### config.mk
export PLATFORM = sky130hd
export DESIGN_NAME = pcm_wr_ctrl
export DESIGN_NICKNAME = d
export VERILOG_FILES = /design/src/rtl/pcm_wr_pkg.sv /design/src/rtl/pcm_phase_timer.sv /design/src/rtl/pcm_bit_diff.sv /design/src/rtl/pcm_wear_table.sv /design/src/rtl/pcm_wr_ctrl.sv
export SDC_FILE = /design/constraint.sdc
export NUM_CORES = 1
export LEC_CHECK = 0
export BUFFER_PORTS_ARGS = -buffer_cell sky130_fd_sc_hd__buf_2
export CORE_MARGIN = 3
export CORE_UTILIZATION = 41
export DETAILED_ROUTE_END_ITERATION = 10
export GPL_TIMING_DRIVEN = 0
export PLACE_DENSITY = 0.6
export SKIP_CTS_REPAIR_TIMING = 1
export SYNTH_ARGS = -nofsm -noshare
export SYNTH_HDL_FRONTEND = slang
export SYNTH_SLANG_ARGS = --single-unit
### constraint.sdc
create_clock -name clk -period 6.7 [get_ports clk]
set_input_delay 0.67 -clock clk [delete_from_list [all_inputs] [get_ports clk]]
set_output_delay 0.67 -clock clk [all_outputs]
set_load 0.02 [all_outputs]
### src/rtl/pcm_wr_pkg.sv
// Shared types for the phase-change memory write controller.
// Assumes: nothing beyond the encodings declared here.
package pcm_wr_pkg;

    typedef enum logic [1:0] {
        OP_READ   = 2'b00,
        OP_WRITE  = 2'b01,
        OP_PRESET = 2'b10,
        OP_READ2  = 2'b11
    } pcm_op_e;

    typedef enum logic [2:0] {
        ST_IDLE,
        ST_READ,
        ST_CMP,
        ST_ZERO,
        ST_ONE,
        ST_VERIFY,
        ST_DONE
    } pcm_state_e;

endpackage

### src/rtl/pcm_phase_timer.sv
// Counts cycles spent in the current controller state.
// Assumes: restart is high on the cycle before a new state begins;
// last is high on the final cycle of a phase of length lat (lat >= 1).
module pcm_phase_timer #(
    parameter int TW = 5
) (
    input  logic          clk,
    input  logic          rst_n,
    input  logic          restart,
    input  logic [TW-1:0] lat,
    output logic          last
);
    logic [TW-1:0] cnt_q;

    // Cycle counter, cleared at every state change.
    always_ff @(posedge clk) begin
        if (!rst_n || restart) cnt_q <= '0;
        else                   cnt_q <= cnt_q + TW'(1);
    end

    // Final cycle of the phase.
    assign last = (cnt_q == lat - TW'(1));
endmodule

### src/rtl/pcm_bit_diff.sv
// Splits a word update into a set mask and a reset mask.
// Assumes: when assume_ones is high, the stored word is treated as all ones
// (block already pre-set), so no bit can need setting.
module pcm_bit_diff #(
    parameter int DW = 32
) (
    input  logic [DW-1:0] stored,
    input  logic [DW-1:0] target,
    input  logic          assume_ones,
    output logic [DW-1:0] set_mask,
    output logic [DW-1:0] rst_mask
);
    logic [DW-1:0] base;

    // Pick the baseline the target is compared against.
    always_comb begin
        base     = assume_ones ? '1 : stored;
        set_mask = target & ~base;
        rst_mask = base & ~target;
    end
endmodule

### src/rtl/pcm_wear_table.sv
// Per-block saturating write counters with a sticky wear alert.
// Assumes: at most one increment per cycle; the alert set takes priority
// over a clear in the same cycle.
module pcm_wear_table #(
    parameter int AW = 4,
    parameter int CW = 24
) (
    input  logic          clk,
    input  logic          rst_n,
    input  logic          inc,
    input  logic [AW-1:0] inc_addr,
    input  logic [AW-1:0] rd_addr,
    input  logic [CW-1:0] limit,
    input  logic          clr,
    output logic [CW-1:0] rd_count,
    output logic          alert
);
    localparam int NBLK = 1 << AW;

    logic [CW-1:0] cnt_q [NBLK];
    logic [CW-1:0] cur_cnt;
    logic [CW-1:0] nxt_cnt;

    // Next value of the addressed counter, held at all ones.
    always_comb begin
        cur_cnt = cnt_q[inc_addr];
        nxt_cnt = (cur_cnt == '1) ? cur_cnt : cur_cnt + CW'(1);
    end

    // Counter storage.
    always_ff @(posedge clk) begin
        if (!rst_n) begin
            for (int i = 0; i < NBLK; i++) cnt_q[i] <= '0;
        end else if (inc) begin
            cnt_q[inc_addr] <= nxt_cnt;
        end
    end

    // Sticky alert when a counter reaches the limit.
    always_ff @(posedge clk) begin
        if (!rst_n)                        alert <= 1'b0;
        else if (inc && nxt_cnt >= limit)  alert <= 1'b1;
        else if (clr)                      alert <= 1'b0;
    end

    assign rd_count = cnt_q[rd_addr];
endmodule

### src/rtl/pcm_wr_ctrl.sv
// Write-path controller for a phase-change memory array.
// Runs read, then compare, then the zero phase, the one phase and a verify,
// skipping any step that has nothing to do. Retries once on a verify
// mismatch and counts programming passes per block.
// Assumes: arr_rdata is valid while arr_rd_en is high and is sampled on the
// last read cycle; the array applies each mask while its strobe is high.
module pcm_wr_ctrl
    import pcm_wr_pkg::*;
#(
    parameter int DW       = 32,
    parameter int AW       = 4,
    parameter int CW       = 24,
    parameter int RD_LAT   = 2,
    parameter int ZERO_LAT = 10,
    parameter int ONE_LAT  = 20
) (
    input  logic          clk,
    input  logic          rst_n,
    input  logic          req_valid,
    input  logic [1:0]    req_op,
    input  logic [AW-1:0] req_addr,
    input  logic [DW-1:0] req_wdata,
    output logic          req_ready,
    output logic          resp_valid,
    output logic [DW-1:0] resp_rdata,
    output logic          resp_err,
    output logic [CW-1:0] resp_wcount,
    input  logic [CW-1:0] wear_limit,
    output logic          wear_alert,
    output logic          err_flag,
    output logic [AW-1:0] err_addr,
    input  logic          status_clr,
    output logic [AW-1:0] arr_addr,
    output logic          arr_rd_en,
    input  logic [DW-1:0] arr_rdata,
    output logic          arr_set_en,
    output logic [DW-1:0] arr_set_mask,
    output logic          arr_rst_en,
    output logic [DW-1:0] arr_rst_mask
);
    localparam int NBLK    = 1 << AW;
    localparam int MAX_LAT = (ONE_LAT > ZERO_LAT)
                           ? ((ONE_LAT > RD_LAT) ? ONE_LAT : RD_LAT)
                           : ((ZERO_LAT > RD_LAT) ? ZERO_LAT : RD_LAT);
    localparam int TW      = $clog2(MAX_LAT + 1) + 1;

    pcm_state_e    state_q, state_d;
    pcm_op_e       op_q;
    logic [AW-1:0] addr_q;
    logic [DW-1:0] wdata_q;
    logic [DW-1:0] stored_q;
    logic [DW-1:0] rdata_q;
    logic [DW-1:0] set_m_q, rst_m_q;
    logic [DW-1:0] set_m_c, rst_m_c;
    logic [DW-1:0] target;
    logic          assume_q;
    logic          retry_q;
    logic          err_q;
    logic          err_flag_q;
    logic [AW-1:0] err_addr_q;
    logic [NBLK-1:0] preset_q;
    logic          is_modify;
    logic          phase_last;
    logic [TW-1:0] phase_lat;
    logic          wear_inc;
    logic          verify_ok;

    // Word the operation must leave in the array.
    always_comb begin
        is_modify = (op_q == OP_WRITE) || (op_q == OP_PRESET);
        target    = (op_q == OP_PRESET) ? '1 : wdata_q;
        verify_ok = (arr_rdata == target);
    end

    pcm_bit_diff #(.DW(DW)) u_diff (
        .stored      (stored_q),
        .target      (target),
        .assume_ones (assume_q),
        .set_mask    (set_m_c),
        .rst_mask    (rst_m_c)
    );

    // Latency of the phase the controller is in.
    always_comb begin
        case (state_q)
            ST_READ, ST_VERIFY: phase_lat = TW'(RD_LAT);
            ST_ZERO:            phase_lat = TW'(ZERO_LAT);
            ST_ONE:             phase_lat = TW'(ONE_LAT);
            default:            phase_lat = TW'(1);
        endcase
    end

    pcm_phase_timer #(.TW(TW)) u_timer (
        .clk     (clk),
        .rst_n   (rst_n),
        .restart (state_d != state_q),
        .lat     (phase_lat),
        .last    (phase_last)
    );

    // Next-state selection.
    always_comb begin
        state_d = state_q;
        case (state_q)
            ST_IDLE: begin
                if (req_valid) begin
                    if (pcm_op_e'(req_op) == OP_WRITE && preset_q[req_addr])
                        state_d = ST_CMP;
                    else
                        state_d = ST_READ;
                end
            end
            ST_READ: begin
                if (phase_last) state_d = is_modify ? ST_CMP : ST_DONE;
            end
            ST_CMP: begin
                if (|rst_m_c)      state_d = ST_ZERO;
                else if (|set_m_c) state_d = ST_ONE;
                else               state_d = ST_DONE;
            end
            ST_ZERO: begin
                if (phase_last) state_d = (|set_m_q) ? ST_ONE : ST_VERIFY;
            end
            ST_ONE: begin
                if (phase_last) state_d = ST_VERIFY;
            end
            ST_VERIFY: begin
                if (phase_last) state_d = (verify_ok || retry_q) ? ST_DONE : ST_READ;
            end
            ST_DONE: state_d = ST_IDLE;
            default: state_d = ST_IDLE;
        endcase
    end

    // State register.
    always_ff @(posedge clk) begin
        if (!rst_n) state_q <= ST_IDLE;
        else        state_q <= state_d;
    end

    // Request capture, read data, masks, retry and error bookkeeping.
    always_ff @(posedge clk) begin
        if (!rst_n) begin
            op_q       <= OP_READ;
            addr_q     <= '0;
            wdata_q    <= '0;
            stored_q   <= '0;
            rdata_q    <= '0;
            set_m_q    <= '0;
            rst_m_q    <= '0;
            assume_q   <= 1'b0;
            retry_q    <= 1'b0;
            err_q      <= 1'b0;
            err_flag_q <= 1'b0;
            err_addr_q <= '0;
            preset_q   <= '0;
        end else begin
            if (status_clr) err_flag_q <= 1'b0;
            case (state_q)
                ST_IDLE: begin
                    if (req_valid) begin
                        op_q     <= pcm_op_e'(req_op);
                        addr_q   <= req_addr;
                        wdata_q  <= req_wdata;
                        retry_q  <= 1'b0;
                        err_q    <= 1'b0;
                        assume_q <= 1'b0;
                        if (pcm_op_e'(req_op) == OP_WRITE && preset_q[req_addr]) begin
                            assume_q           <= 1'b1;
                            preset_q[req_addr] <= 1'b0;
                        end
                    end
                end
                ST_READ: begin
                    if (phase_last) begin
                        stored_q <= arr_rdata;
                        rdata_q  <= arr_rdata;
                        assume_q <= 1'b0;
                    end
                end
                ST_CMP: begin
                    set_m_q <= set_m_c;
                    rst_m_q <= rst_m_c;
                end
                ST_VERIFY: begin
                    if (phase_last) begin
                        rdata_q <= arr_rdata;
                        if (!verify_ok) begin
                            if (!retry_q) begin
                                retry_q <= 1'b1;
                            end else begin
                                err_q      <= 1'b1;
                                err_flag_q <= 1'b1;
                                err_addr_q <= addr_q;
                            end
                        end
                    end
                end
                ST_DONE: begin
                    if (op_q == OP_PRESET && !err_q) preset_q[addr_q] <= 1'b1;
                end
                default: ;
            endcase
        end
    end

    // Count a pass only when it changes at least one bit.
    assign wear_inc = (state_q == ST_CMP) && ((|set_m_c) || (|rst_m_c));

    pcm_wear_table #(.AW(AW), .CW(CW)) u_wear (
        .clk      (clk),
        .rst_n    (rst_n),
        .inc      (wear_inc),
        .inc_addr (addr_q),
        .rd_addr  (addr_q),
        .limit    (wear_limit),
        .clr      (status_clr),
        .rd_count (resp_wcount),
        .alert    (wear_alert)
    );

    // Port drive.
    always_comb begin
        req_ready    = (state_q == ST_IDLE);
        resp_valid   = (state_q == ST_DONE);
        resp_rdata   = rdata_q;
        resp_err     = err_q;
        err_flag     = err_flag_q;
        err_addr     = err_addr_q;
        arr_addr     = addr_q;
        arr_rd_en    = (state_q == ST_READ) || (state_q == ST_VERIFY);
        arr_rst_en   = (state_q == ST_ZERO);
        arr_set_en   = (state_q == ST_ONE);
        arr_rst_mask = arr_rst_en ? rst_m_q : '0;
        arr_set_mask = arr_set_en ? set_m_q : '0;
    end
endmodule

==> impl_metrics.toml, run 1 <==
[outcome]
run_status = "finished, final reports clean"

[floorplanning]
start_util = 0.4150
area_of_the_placeable_core_sq_um = 67400
io_pins = 234
placement_rows = 95
dieHeight_microns = 267.2
dieArea_sq_um = 71390
die-width_microns = 267.2

[route]
detail_route.drc_violations = 0
routed_wire_length_per_instance_microns = 27.06
finalWirelength_microns = 103000
drt-initial-drc-count = 2740
number_of_iterations_in_the_first_detailed_routing_pass = 6
via_per_inst = 5.885
drtAntennaViolNets = 0
total_via_count_in_the_routed_design = 22406

[power_and_ir_drop]
static-leakage-power_nw = 12.30
ir_drop_worst_case_vdd_mv = 0.2436
fin_total_pwr_w = 0.01181
cellPowerDensity_nw_per_um2 = 361.7

[grt]
initial_antenna_violation_count = 3
largest_net_degree_at_the_start_of_global_routing = 25
track_usage = 0.2859
first_global_vias = 22197
gr-total-overflow = 0
grt_pass1_wl_microns = 148600

[worst_setup_path]
critPathMaxStageDelay_ns = 0.42
worstSetupPathType = "reg -> reg"
cp_slowest_cell = "sky130_fd_sc_hd__a211o_1"
path_buf_inv = 7
cp_cell_instances = "buf_4, buf_4, buf_4, buf_6, mux4_2, a22o_1, or2_2, ha_1, and2_1, nand4_1, nor4_4, buf_6, a2111oi_4, xnor2_2, clkbuf_4, inv_1, ha_1, a211o_1, nor4_1, o21ai_0, a21oi_2, o31a_1, o22ai_1"
path_delay_family = "compound AO/OA/AOI/OAI gates"
timing.critical_path.from_type = "flip-flop"
worst_ep_arrival_time_ns = 6.96
crit_required_ns = 7.19
endpoint_kind = "flip-flop"
path_common_cell = "sky130_fd_sc_hd__buf_4"
crit_path_max_fanout = 10

[sta]
clock-skew-final_ns = 0.02967
final_hold_viol_count = 0
period_needed_ns = 6.466
tightest_slew_ns = 1.271
finalSetupViolCount = 0
maxSlewViolCount = 0
timing.final.crit_share = 0.9651
fmaxAchievable_mhz = 154.7
worst_hold_slack_ns = 0.2924
worst_slew_margin_rel = 0.1509

[cts]
clk_latency_ns = 0.62
clkTransAtPathRegs_ns = 0.06
cts_root_buffer = "sky130_fd_sc_hd__clkbuf_16"
clock-sinks = 588
htreeDepth = 3
tritoncts = "yes"
tritoncts.num_buffers = 66
cts_max_path_buffers = 3

[logic_synthesis]
avgSynthCellArea_sq_um = 10.87
yosys_most_used_dff = "sky130_fd_sc_hd__edfxtp_1"
synth_top_area_cell = "sky130_fd_sc_hd__edfxtp_1"
synthesis.yosys.warnings = 0
synth_enable_flop_cells = 384
synth.ff_latch_count = 588
async_flop_share = 0
seq_area_frac_synth = 0.5583
yosysTopAreaCellShare = 0.4123
synth_fp_nets = 2697
synth_cell_type_count = 86
post_synth_main_area_contributors = "sky130_fd_sc_hd__edfxtp_1, sky130_fd_sc_hd__dfxtp_1, sky130_fd_sc_hd__nor2_1"
postSynthCellCount = 2572
netlist_area_sq_um = 27970

[job]
cap_violations = 0

[place]
globalplace.congestion = 0.9231
hpwlAfterDp_microns = 72920
port_buffers = 231
dp.cells = 3679

[worst_hold_path]
hold_class = "in -> reg"

[cells_and_area]
seq_area_sq_um = 15620
final.fill_count = 6138
non_filler_instance_count_after_layout = 3807
final_layout_size_suffix_gt1_frac = 0.1952
multi_input_comb_area_sq_um = 11130
area_growth_syn_to_layout_pct = 16.74
layout.core_utilization = 0.4845
final_net_count = 3006
[path summary, 6_finish.rpt]
kind | startpoint | to | slack (ns) | depth (start not counted)
worst min-delay path | req_wdata[6] | wdata_q[6]$_SDFFE_PN0P_ | 0.29 | 3
worst max register to register | flip-flop | u_wear.alert$_SDFFE_PN0P_ | 0.23 | 23
worst min register to register | op_q[0]$_SDFFE_PN0P_ | op_q[0]$_SDFFE_PN0P_ | 0.47 | 2
worst max-delay path | flip-flop | u_wear.alert$_SDFFE_PN0P_ | 0.23 | 23
[worst register-to-register path: cells and delay by family (launching register included)]
| family | cells | cell delay [ns] |
|---|---|---|
| flops | 1 | 0.41 |
| mux | 1 | 0.38 |
| compound gates | 7 | 2.06 |
| fa+ha+maj | 2 | 0.59 |
| buf+inv | 7 | 1.59 |
| xor+xnor | 1 | 0.26 |
| simple gates | 5 | 1.07 |
[state kept, by name, summed over array words and instances (netlist names), named ones only]
name           count
op_q               2
u_wear.alert       1
err_flag           1
wdata_q           32
resp_rdata        32
err_addr           4
resp_err           1
set_m_q           32
assume_q           1
rst_m_q           32
retry_q            1
stored_q          32
u_timer.cnt_q      6
preset_q          16
state_q            3
u_wear.cnt_q     384
arr_addr           4
[final cells by class]
class,count,share of cell area
repair buffers,243,0.03978
clock buffers,84,0.05480
plain buffers,216,0.03326
flip-flops and latches,588,0.4782
diodes,3,0.0002299
multi-input cells,1697,0.3407
well taps,873,0.03345
clock inverters,34,0.01157
inverters,69,0.007932
[metrics by stage]
stage	cell area (sq um)	TNS, ns	worst slack [ns]
2_1_floorplan	27970	0	1.687
3_3_place_gp	30220	-0.8472	-0.8472
3_5_place_dp	30330	-0.8648	-0.8648
4_1_cts	32500	-0.8876	-0.8876
5_1_grt	32640	-0.0004081	-0.0004081
6_report	32650	0	0.2340
[layer usage]
metal | GRT usage | routed length (microns) | up-vias
li1 | - | - | 9847
met1 | 0.3705 | 40500 | 11085
met2 | 0.4729 | 48700 | 1226
met3 | 0.06100 | 9534 | 244
met4 | 0.1074 | 4251 | 4
met5 | 0 | 25 | -
[cell usage in the layout, fill, tap and decap left out, drive strengths merged, types with 5 or more instances in the layout]
cell	synthesis	routed
a2111oi	7	7
clkbuf	156	242
nand2	194	194
nand2b	17	17
mux4	96	96
a22oi	37	37
nor4	67	67
o21ai	79	79
nand3	16	16
xor2	8	8
ha	27	27
o211ai	7	7
nor2b	6	6
buf	62	301
nand4	20	20
a21o	7	7
and2	69	69
bufinv	0	5
o21a	6	6
xnor2	28	28
nor3	10	10
clkinv	0	25
o22ai	39	39
nor4bb	16	16
or4	6	6
mux2i	55	55
a211oi	6	6
dfxtp	204	204
inv	69	71
edfxtp	384	384
and3	6	6
a21oi	194	194
nor2	595	595
a221oi	8	8
or3	16	16
[report_power, final]
part	switching [W]	total [W]	internal, W
Sequential	0.000249	0.00437	0.00413
Combinational	0.00257	0.00377	0.00120
Clock	0.00156	0.00366	0.00211
Total	0.00438	0.0118	0.00743
[Yosys cell counts, drive strengths merged (10+ instances only)]
master,n
nor2,595
edfxtp,384
dfxtp,204
a21oi,194
nand2,194
clkbuf,156
mux4,96
o21ai,79
and2,69
inv,69
nor4,67
buf,62
mux2i,55
o22ai,39
a22oi,37
xnor2,28
ha,27
nand4,20
nand2b,17
nand3,16
nor4bb,16
or3,16
nor3,10
[logic make-up after synthesis]
logic type,after synthesis,share of synthesized area
AO/OA/AOI/OAI,425,0.09359
XOR/XNOR,36,0.01543
adder cells (fa/ha/maj),27,0.01208
buffers and inverters,287,0.04756
flip-flops,588,0.5583
multiplexers,152,0.1009
AND/OR/NAND/NOR,1057,0.1721
No activity file was read; power rests on OpenSTA's default activity.
==> run 2, diff against run 1 <==
--- a/config.mk
+++ b/config.mk
@@ -6,7 +6,6 @@
 export NUM_CORES = 1
 export LEC_CHECK = 0
 export BUFFER_PORTS_ARGS = -buffer_cell sky130_fd_sc_hd__buf_2
-export CORE_MARGIN = 3
 export CORE_UTILIZATION = 41
 export DETAILED_ROUTE_END_ITERATION = 10
 export GPL_TIMING_DRIVEN = 0
==> impl_metrics.toml, run 2 (synthesized netlist as in run 1, its figures left out) <==
[outcome]
run_status = "finished, final reports clean"

[power_and_ir_drop]
combinationalPowerShare = 0.323
total_switching_power_w = 0.004357
ir_drop_worst_case_vdd_mv = 0.2037
static-leakage-power_nw = 12.21
intPower_w = 0.007334
power.sequential.fraction = 0.375
swShare = 0.3727
clock_power_share = 0.302
cellPowerDensity_nw_per_um2 = 359.9

[cts]
clk_latency_ns = 0.62
tritoncts = "yes"
clock-sinks = 588
tritoncts.num_buffers = 67
htreeDepth = 3
clkTransAtPathRegs_ns = 0.06
cts_max_path_buffers = 3
cts_root_buffer = "sky130_fd_sc_hd__clkbuf_16"

[floorplanning]
placement_rows = 95
dieArea_sq_um = 69260
area_of_the_placeable_core_sq_um = 67280
dieHeight_microns = 263.2
start_util = 0.4157
io_pins = 234
die-width_microns = 263.2

[worst_setup_path]
worst_ep_arrival_time_ns = 7.07
crit_path_max_fanout = 10
timing.critical_path.from_type = "flip-flop"
crit_required_ns = 7.20
worstSetupPathType = "reg -> reg"
endpoint_kind = "flip-flop"

[place]
globalplace.congestion = 0.9430
area_post_placement_sq_um = 30300
hpwlAfterDp_microns = 72530
place_ws_ns = -1.284
port_buffers = 231

[sta]
maxSlewViolCount = 0
timing.final.crit_share = 0.9811
final_hold_viol_count = 0
tightest_slew_ns = 1.433
finalSetupViolCount = 0
fmaxAchievable_mhz = 152.1
period_needed_ns = 6.573
clock-skew-final_ns = 0.03764
finalWorstSetupSlack_ns = 0.1266
rsz0062_at_grt = "false"
worst_slew_margin_rel = 0.04267

[grt]
largest_net_degree_at_the_start_of_global_routing = 25
track_usage = 0.2955
first_global_vias = 22317
initial_antenna_violation_count = 9
grt_pass1_wl_microns = 149100
gr-total-overflow = 0

[route]
number_of_iterations_in_the_first_detailed_routing_pass = 6
finalWirelength_microns = 103500
drt-initial-drc-count = 2557
drtAntennaViolNets = 0
total_via_count_in_the_routed_design = 22451
routed_wire_length_per_instance_microns = 27.26
detail_route.drc_violations = 0
via_per_inst = 5.916

[worst_hold_path]
hold_class = "in -> reg"

[job]
cap_violations = 0

[cells_and_area]
design_area_sq_um = 32480
largest_register_ffs = 384
final_common_cell = "sky130_fd_sc_hd__nor2_1"
final.fill_count = 6150
final_net_count = 2998
layout.core_utilization = 0.4828
registers.top_by_ff_count = "u_wear.cnt_q"
area_growth_syn_to_layout_pct = 16.13
mostFrequentLayoutCells = "sky130_fd_sc_hd__nor2_1, sky130_fd_sc_hd__edfxtp_1, sky130_fd_sc_hd__buf_2, sky130_fd_sc_hd__dfxtp_1, sky130_fd_sc_hd__a21oi_1"
final_layout_size_suffix_gt1_frac = 0.1919
[run 2: changes by cell type in the layout (fill, tap and decap cells not counted), sizes merged]
cell      before  now
buf          301  293
bufinv         5    1
clkbuf       242  253
clkinv        25   14
clkinvlp       2    0
diode          3    4
inv           71   72
[run 2: stage by stage]
step                power [W]  hold WS, ns  instances  TNS (ns)
CTS                   0.01158       0.2589       3792    -1.321
global placement     0.008044       0.4493       3676    -1.302
detailed placement   0.008090       0.4538       3678    -1.284
global route          0.01211       0.2896       3791         0
floorplan            0.006732       0.4363       2572         0
finish                0.01169       0.2837       3795         0
[run 2: area by class of cell]
class / instances / area (sq um) / share of cell area
inverter: 69 / 259.0 / 0.007974
clock buffer: 96 / 1892 / 0.05825
tap: 873 / 1092 / 0.03363
sequential: 588 / 15620 / 0.4808
timing repair buffer: 234 / 1204 / 0.03706
clock inverter: 18 / 157.7 / 0.004854
multi-input combinational: 1697 / 11140 / 0.3431
antenna: 4 / 10.01 / 0.0003082
buffer: 216 / 1106 / 0.03405
[run 2: power by group through the flow]
stage	Combinational [W]	Clock [W]	Sequential, W
final	0.00378	0.00353	0.00438
after global routing	0.00402	0.00368	0.00440
after CTS	0.00366	0.00355	0.00437
after detailed placement	0.00364	0	0.00445
after global placement	0.00360	0	0.00444
after floorplan	0.00234	0	0.00439
[run 2: worst paths after layout]
kind / from / endpoint / slack [ns] / cells past startpoint
hold reg to reg: op_q[0]$_SDFFE_PN0P_ / op_q[0]$_SDFFE_PN0P_ / 0.46 / 2
setup reg to reg: flip-flop / u_wear.alert$_SDFFE_PN0P_ / 0.13 / 22
setup / recovery: flip-flop / u_wear.alert$_SDFFE_PN0P_ / 0.13 / 22
hold / removal: req_wdata[22] / wdata_q[22]$_SDFFE_PN0P_ / 0.28 / 3
[run 2: per-layer routing]
metal | share of wire | track usage | vias to the layer above | wire length (microns)
met5 | 0.00066 | 0 | - | 68
met4 | 0.038 | 0.1198 | 10 | 3960
met3 | 0.10 | 0.06744 | 233 | 10400
met2 | 0.47 | 0.4837 | 1264 | 48890
met1 | 0.39 | 0.3784 | 11124 | 40150
li1 | - | - | 9820 | -
[run 2: critical path, cell delays in order, from the launching register on]
cell and delay [ns]:
sky130_fd_sc_hd__dfxtp_1 0.35, sky130_fd_sc_hd__buf_4 0.23, sky130_fd_sc_hd__buf_4 0.24, sky130_fd_sc_hd__buf_6 0.19, sky130_fd_sc_hd__buf_2 0.49, sky130_fd_sc_hd__mux4_2 0.30
sky130_fd_sc_hd__mux4_2 0.32, sky130_fd_sc_hd__ha_1 0.26, sky130_fd_sc_hd__and2_1 0.19, sky130_fd_sc_hd__nand4_1 0.20, sky130_fd_sc_hd__nor4_4 0.47, sky130_fd_sc_hd__buf_6 0.23
sky130_fd_sc_hd__a21oi_1 0.17, sky130_fd_sc_hd__xnor2_2 0.42, sky130_fd_sc_hd__buf_4 0.27, sky130_fd_sc_hd__inv_1 0.08, sky130_fd_sc_hd__ha_1 0.27, sky130_fd_sc_hd__o21a_1 0.17
sky130_fd_sc_hd__o21ai_0 0.42, sky130_fd_sc_hd__o21ai_0 0.19, sky130_fd_sc_hd__a21oi_2 0.42, sky130_fd_sc_hd__o31a_1 0.39, sky130_fd_sc_hd__o22ai_1 0.12
